File: src/rtl/tune_ctrl_pkg.sv
package tune_ctrl_pkg;
  typedef struct packed {
    logic loadZero;   // start or software clear forces select to 0
    logic loadResult; // engine completion delivers a result
    logic resultVal;  // pass flag accompanying loadResult
  } selStrobe_t;
endpackage

File: src/rtl/tune_ctrl_fsm.sv
module tune_ctrl_fsm
  import tune_ctrl_pkg::*;
(
  input  logic       clk,
  input  logic       rstN,
  input  logic       wrExecEn,
  input  logic       wrExecVal,
  input  logic       wrSelEn,
  input  logic       wrSelVal,
  input  logic       engDone,
  input  logic       engPass,
  output logic       execBit,
  output logic       startPulse,
  output logic       abortPulse,
  output logic       resetPulse,
  output selStrobe_t strobe
);
  logic evStart, evAbort, evDone, evClear;

  always_comb begin
    evStart = wrExecEn && wrExecVal && !execBit;
    evAbort = wrExecEn && !wrExecVal && execBit;
    evDone  = engDone && execBit && !evAbort;
    evClear = wrSelEn && !wrSelVal;
    strobe.loadZero   = evStart || evClear;
    strobe.loadResult = evDone;
    strobe.resultVal  = engPass;
  end

  always_ff @(posedge clk) begin
    if (!rstN) begin
      execBit    <= 1'b0;
      startPulse <= 1'b0;
      abortPulse <= 1'b0;
      resetPulse <= 1'b0;
    end else begin
      startPulse <= evStart;
      abortPulse <= evAbort;
      resetPulse <= evClear;
      if (evStart)
        execBit <= 1'b1;
      else if (evAbort || evDone)
        execBit <= 1'b0;
    end
  end
endmodule

File: src/rtl/tune_ctrl_sel.sv
module tune_ctrl_sel
  import tune_ctrl_pkg::*;
#(
  parameter logic SEL_INIT = 1'b0
) (
  input  logic       clk,
  input  logic       rstN,
  input  logic       rxBusy,
  input  selStrobe_t strobe,
  output logic       selReg
);
  logic pendValid, pendVal;
  logic updValid, updVal, nextValid, nextVal;

  always_comb begin
    updValid  = strobe.loadZero || strobe.loadResult;
    updVal    = strobe.loadZero ? 1'b0 : strobe.resultVal;
    nextValid = updValid || pendValid;
    nextVal   = updValid ? updVal : pendVal;
  end

  always_ff @(posedge clk) begin
    if (!rstN) begin
      selReg    <= SEL_INIT;
      pendValid <= 1'b0;
      pendVal   <= 1'b0;
    end else if (nextValid && !rxBusy) begin
      selReg    <= nextVal;
      pendValid <= 1'b0;
    end else if (nextValid) begin
      pendValid <= 1'b1;
      pendVal   <= nextVal;
    end
  end
endmodule

File: src/rtl/tune_ctrl.sv
module tune_ctrl
  import tune_ctrl_pkg::*;
(
  input  logic clk,
  input  logic rstN,
  input  logic wrExecEn,
  input  logic wrExecVal,
  input  logic wrSelEn,
  input  logic wrSelVal,
  input  logic engDone,
  input  logic engPass,
  input  logic rxBusy,
  output logic tuneStart,
  output logic tuneAbort,
  output logic tuneReset,
  output logic sampleSel,
  output logic rdExec,
  output logic rdSel
);
  selStrobe_t strobe;
  logic       execBit;
  logic       selReg;

  tune_ctrl_fsm u_fsm (
    .clk(clk), .rstN(rstN),
    .wrExecEn(wrExecEn), .wrExecVal(wrExecVal),
    .wrSelEn(wrSelEn), .wrSelVal(wrSelVal),
    .engDone(engDone), .engPass(engPass),
    .execBit(execBit), .startPulse(tuneStart),
    .abortPulse(tuneAbort), .resetPulse(tuneReset),
    .strobe(strobe)
  );

  tune_ctrl_sel #(.SEL_INIT(1'b0)) u_sel (
    .clk(clk), .rstN(rstN), .rxBusy(rxBusy),
    .strobe(strobe), .selReg(selReg)
  );

  assign sampleSel = selReg;
  assign rdExec    = execBit;
  assign rdSel     = execBit ? 1'b0 : selReg;
endmodule

File: config.mk
export PLATFORM = sky130hd
export DESIGN_NAME = tune_ctrl
export DESIGN_NICKNAME = d
export VERILOG_FILES = /design/src/rtl/tune_ctrl_pkg.sv /design/src/rtl/tune_ctrl_fsm.sv /design/src/rtl/tune_ctrl_sel.sv /design/src/rtl/tune_ctrl.sv
export SDC_FILE = /design/constraint.sdc
export NUM_CORES = 1
export LEC_CHECK = 0
export ABC_AREA = 1
export BUFFER_PORTS_ARGS = -buffer_cell sky130_fd_sc_hd__buf_2
export CAP_MARGIN = 20
export CELL_PAD_IN_SITES_DETAIL_PLACEMENT = 2
export CELL_PAD_IN_SITES_GLOBAL_PLACEMENT = 2
export CORE_MARGIN = 3
export CORE_UTILIZATION = 22
export CTS_CLUSTER_DIAMETER = 30
export DETAILED_ROUTE_END_ITERATION = 8
export GPL_TIMING_DRIVEN = 0
export PLACE_DENSITY_LB_ADDON = 0.15
export SYNTH_ARGS = -nofsm -noshare
export SYNTH_HDL_FRONTEND = slang
export SYNTH_HIERARCHICAL = 1
export SYNTH_SLANG_ARGS = --single-unit
File: constraint.sdc
create_clock -name clk -period 2.4 [get_ports clk]
set_clock_uncertainty 0.2 [all_clocks]
set_input_delay 0.48 -clock clk [delete_from_list [all_inputs] [get_ports clk]]
set_output_delay 0.48 -clock clk [all_outputs]
set_load 0.01 [all_outputs]
==> flow_summary.yaml <==
status:
  status: "complete, no violations"
worst_setup_path:
  setup.worst_path.start_class: "register"
  worst_r2r_startpoint: "u_fsm/execBit$_SDFFE_PN0P_"
  cp_num_cells: 2
  cp_cell_sequence: "nor2_2 -> buf_2"
  rr_worst_depth: 9
  critPathMaxFanout: 5
  r2r_slack_ns: 0.92
  cp_top_family: "flip-flops"
  critical_path.reg2reg.endpoint: "u_sel/selReg$_SDFFE_PN0P_"
  critical_path_arrival_ns: 0.85
  worst_path_bufs_invs: 1
  crit_path_max_incr_delay_ns: 0.41
  worstPathRequired_ns: 1.72
  crit_path_end_kind: "primary output"
  timing.critical_path.slowest_stage_cell: "sky130_fd_sc_hd__dfxtp_1"
  worst_setup_path_type: "reg -> out"
cells_and_area:
  sequential_cell_area_um2: 140
  final_layout_size_suffix_gt1_share_pct: 34.3
  multi_input_area_um2: 134
  design.final.nets: 77
  antenna_cells_inserted: 0
  instances_no_fill: 82
  finish.instance_area_um2: 440
  final.fill_count: 175
  layout-area-overhead-vs-synth_pct: 33.3
clock_network:
  clock_path_buffers: 2
  cts_root_buf: "sky130_fd_sc_hd__clkbuf_4"
  number_of_cts_inserted_buffers: 3
  path_clk_slew_ns: 0.05
  post_cts.repair.setup_buffers: 0
  cts.hold.buffers_added: 0
  insertion_delay_ns: 0.26
  cts_tree: "done"
  cts_sinks: 7
  post_cts.resized_instances: 0
  cts-htree-levels: 1
floorplanning:
  die_outline_height_um: 44.8
  io_pins: 15
  std_cell_rows: 13
  fp.dieArea_um2: 2000
  die_w_um: 44.8
  start_util_pct: 24.5
  core_area_um2: 1350
global_routing:
  busiest_layer: "met2"
  grt_use_total_pct: 11.1
  gr-usage-met1_pct: 10.9
  gr-usage-met2_pct: 18.9
  via_count_of_the_first_global_routing_pass: 372
  antenna_found_initial: 0
  maximum_number_of_pins_on_one_net_before_global_route_repair: 7
  total_overflow_reported_by_the_global_router: 0
  grt_pass1_wl_um: 1520
  global_route.usage.met3_pct: 7.17
synthesis:
  number_of_enable_flip_flop_cells_after_synthesis: 0
  synth_area_leader_cell: "sky130_fd_sc_hd__dfxtp_1"
  cells_taking_the_most_area_after_synthesis: "sky130_fd_sc_hd__dfxtp_1 (42%), sky130_fd_sc_hd__nand2_1 (15%), sky130_fd_sc_hd__inv_1 (13%)"
  synthesis.instances: 50
  postSynthNetCount: 59
  count_of_cell_types_in_the_netlist: 12
  synth_async_sr_flop_share_pct: 0
  cell_area_after_technology_mapping_um2: 330
  synthFlopType: "sky130_fd_sc_hd__dfxtp_1"
  syn-mean-instance-area_um2: 6.61
  synth_seq_area_share_pct: 42.4
  netlist_top_cells_count: "sky130_fd_sc_hd__nand2_1 (13), sky130_fd_sc_hd__inv_1 (11), sky130_fd_sc_hd__dfxtp_1 (7), sky130_fd_sc_hd__nor2_1 (7), sky130_fd_sc_hd__nor2_2 (3)"
  ys_seq_elements: 7
  yosysMostFrequentCell: "sky130_fd_sc_hd__nand2_1"
  ys.warnings.count: 6
  post-synth-top-area-fraction_pct: 42.4
place:
  place.port_buffers: 13
  gp_congestion: 0.700
  place.detailed.instances: 78
  placement.cell_area_um2: 414
  detailedPlacementHpwl_um: 705
  dp_worst_setup_slack_ns: 0.757
detailed_routing:
  drcViolationCount: 0
  dr.first_iter.drc_count: 4
  detailroute.via_count: 351
  drt-pass1-iter-count: 3
  wirelength_um: 838
  detail_route.vias_per_cell: 4.28
  wl_per_cell_um: 10.2
  detail-route-antenna-nets: 0
timing:
  setup-tns-final_ns: 0
  finalSetupViolations: 0
  final.period_utilization_pct: 64.0
  slew_viol_final: 0
  timing.slew.headroom_pct: 79.3
  worst_slack_ns: 0.865
  fmax_mhz: 652
  hold_viol_final: 0
  final_period_minus_worst_setup_slack_ns: 1.53
  worst_slew_pin_slew_ns: 0.308
  rsz_0062_raised_after_global_routing: "no"
worst_hold_path:
  launch_point_of_the_worst_hold_path: "wrSelVal"
  min_delay_path_depth: 2
  hold_class: "in -> reg"
  whs_endpoint: "u_fsm/resetPulse$_SDFF_PN0_"
run:
  drv_cap: 0
pwr:
  powerDensity_nw_per_um2: 651
  power.ir.vdd_worst_mv: 0.229
  report.power.total_uw: 287
  p_leak_nw: 0.256
## state kept, by name (all words and copies together) (netlist names)
signal	cells
u_fsm/abortPulse	1
u_fsm/execBit	1
u_fsm/resetPulse	1
u_fsm/startPulse	1
u_sel/pendVal	1
u_sel/pendValid	1
u_sel/selReg	1
## per-stage QoR
step,hold WS [ns],utilization [%]
6_report,0.194,32.6
5_1_grt,0.186,32.6
4_1_cts,0.182,32.6
3_5_place_dp,0.313,30.7
3_3_place_gp,0.303,30.7
2_1_floorplan,0.289,-
## final cells by class
| class | instances | area share (%) |
|---|---|---|
| Clock buffer | 4 | 5.97 |
| Tap cell | 15 | 4.26 |
| Inverter | 11 | 9.38 |
| Buffer | 2 | 3.41 |
| Multi-Input combinational cell | 30 | 30.4 |
| Timing Repair Buffer | 13 | 14.8 |
| Sequential cell | 7 | 31.8 |
## routing by layer
metal | vias to the layer above | routed length [um] | part of all wire, %
met5 | - | 0 | 0
met4 | 0 | 0 | 0
met3 | 0 | 63 | 7.5
met2 | 11 | 433 | 52
met1 | 164 | 342 | 41
li1 | 176 | - | -
## layout by cell type, fill, tap and decap left out, drive strengths merged
cell | synthesis | final
a21oi | 1 | 1
clkbuf | 0 | 4
o21ai | 1 | 1
nor2 | 10 | 10
nand3 | 1 | 1
nand3b | 1 | 1
dfxtp | 7 | 7
inv | 11 | 11
nor3 | 1 | 1
buf | 2 | 15
nand2 | 15 | 15
## how the worst max path moves through the flow
| stage | end | slack (ns) | from |
|---|---|---|---|
| floorplan | u_sel/selReg$_SDFFE_PN0P_ | 1.01 | wrExecVal |
| global placement | u_sel/selReg$_SDFFE_PN0P_ | 0.79 | wrExecEn |
| detailed placement | u_sel/selReg$_SDFFE_PN0P_ | 0.76 | wrExecEn |
| CTS | rdSel | 0.84 | u_fsm/execBit$_SDFFE_PN0P_ |
| global route | u_sel/selReg$_SDFFE_PN0P_ | 0.71 | u_fsm/execBit$_SDFFE_PN0P_ |
| finish | rdSel | 0.87 | u_fsm/execBit$_SDFFE_PN0P_ |
## power by group
group          internal (mW)  switching, mW  total, mW
Clock                 0.0638         0.0481      0.112
Combinational         0.0203         0.0276     0.0479
Sequential             0.123        0.00393      0.127
## cell families (layout without fill, tap and decap cells)
| group | count (synthesis) | in the layout | synth area share [%] |
|---|---|---|---|
| compound gates | 2 | 2 | 3.03 |
| buf+inv | 13 | 30 | 17.0 |
| simple gates | 28 | 28 | 37.5 |
| flops | 7 | 7 | 42.4 |
Note: power is estimated with default switching activity, not from simulation.
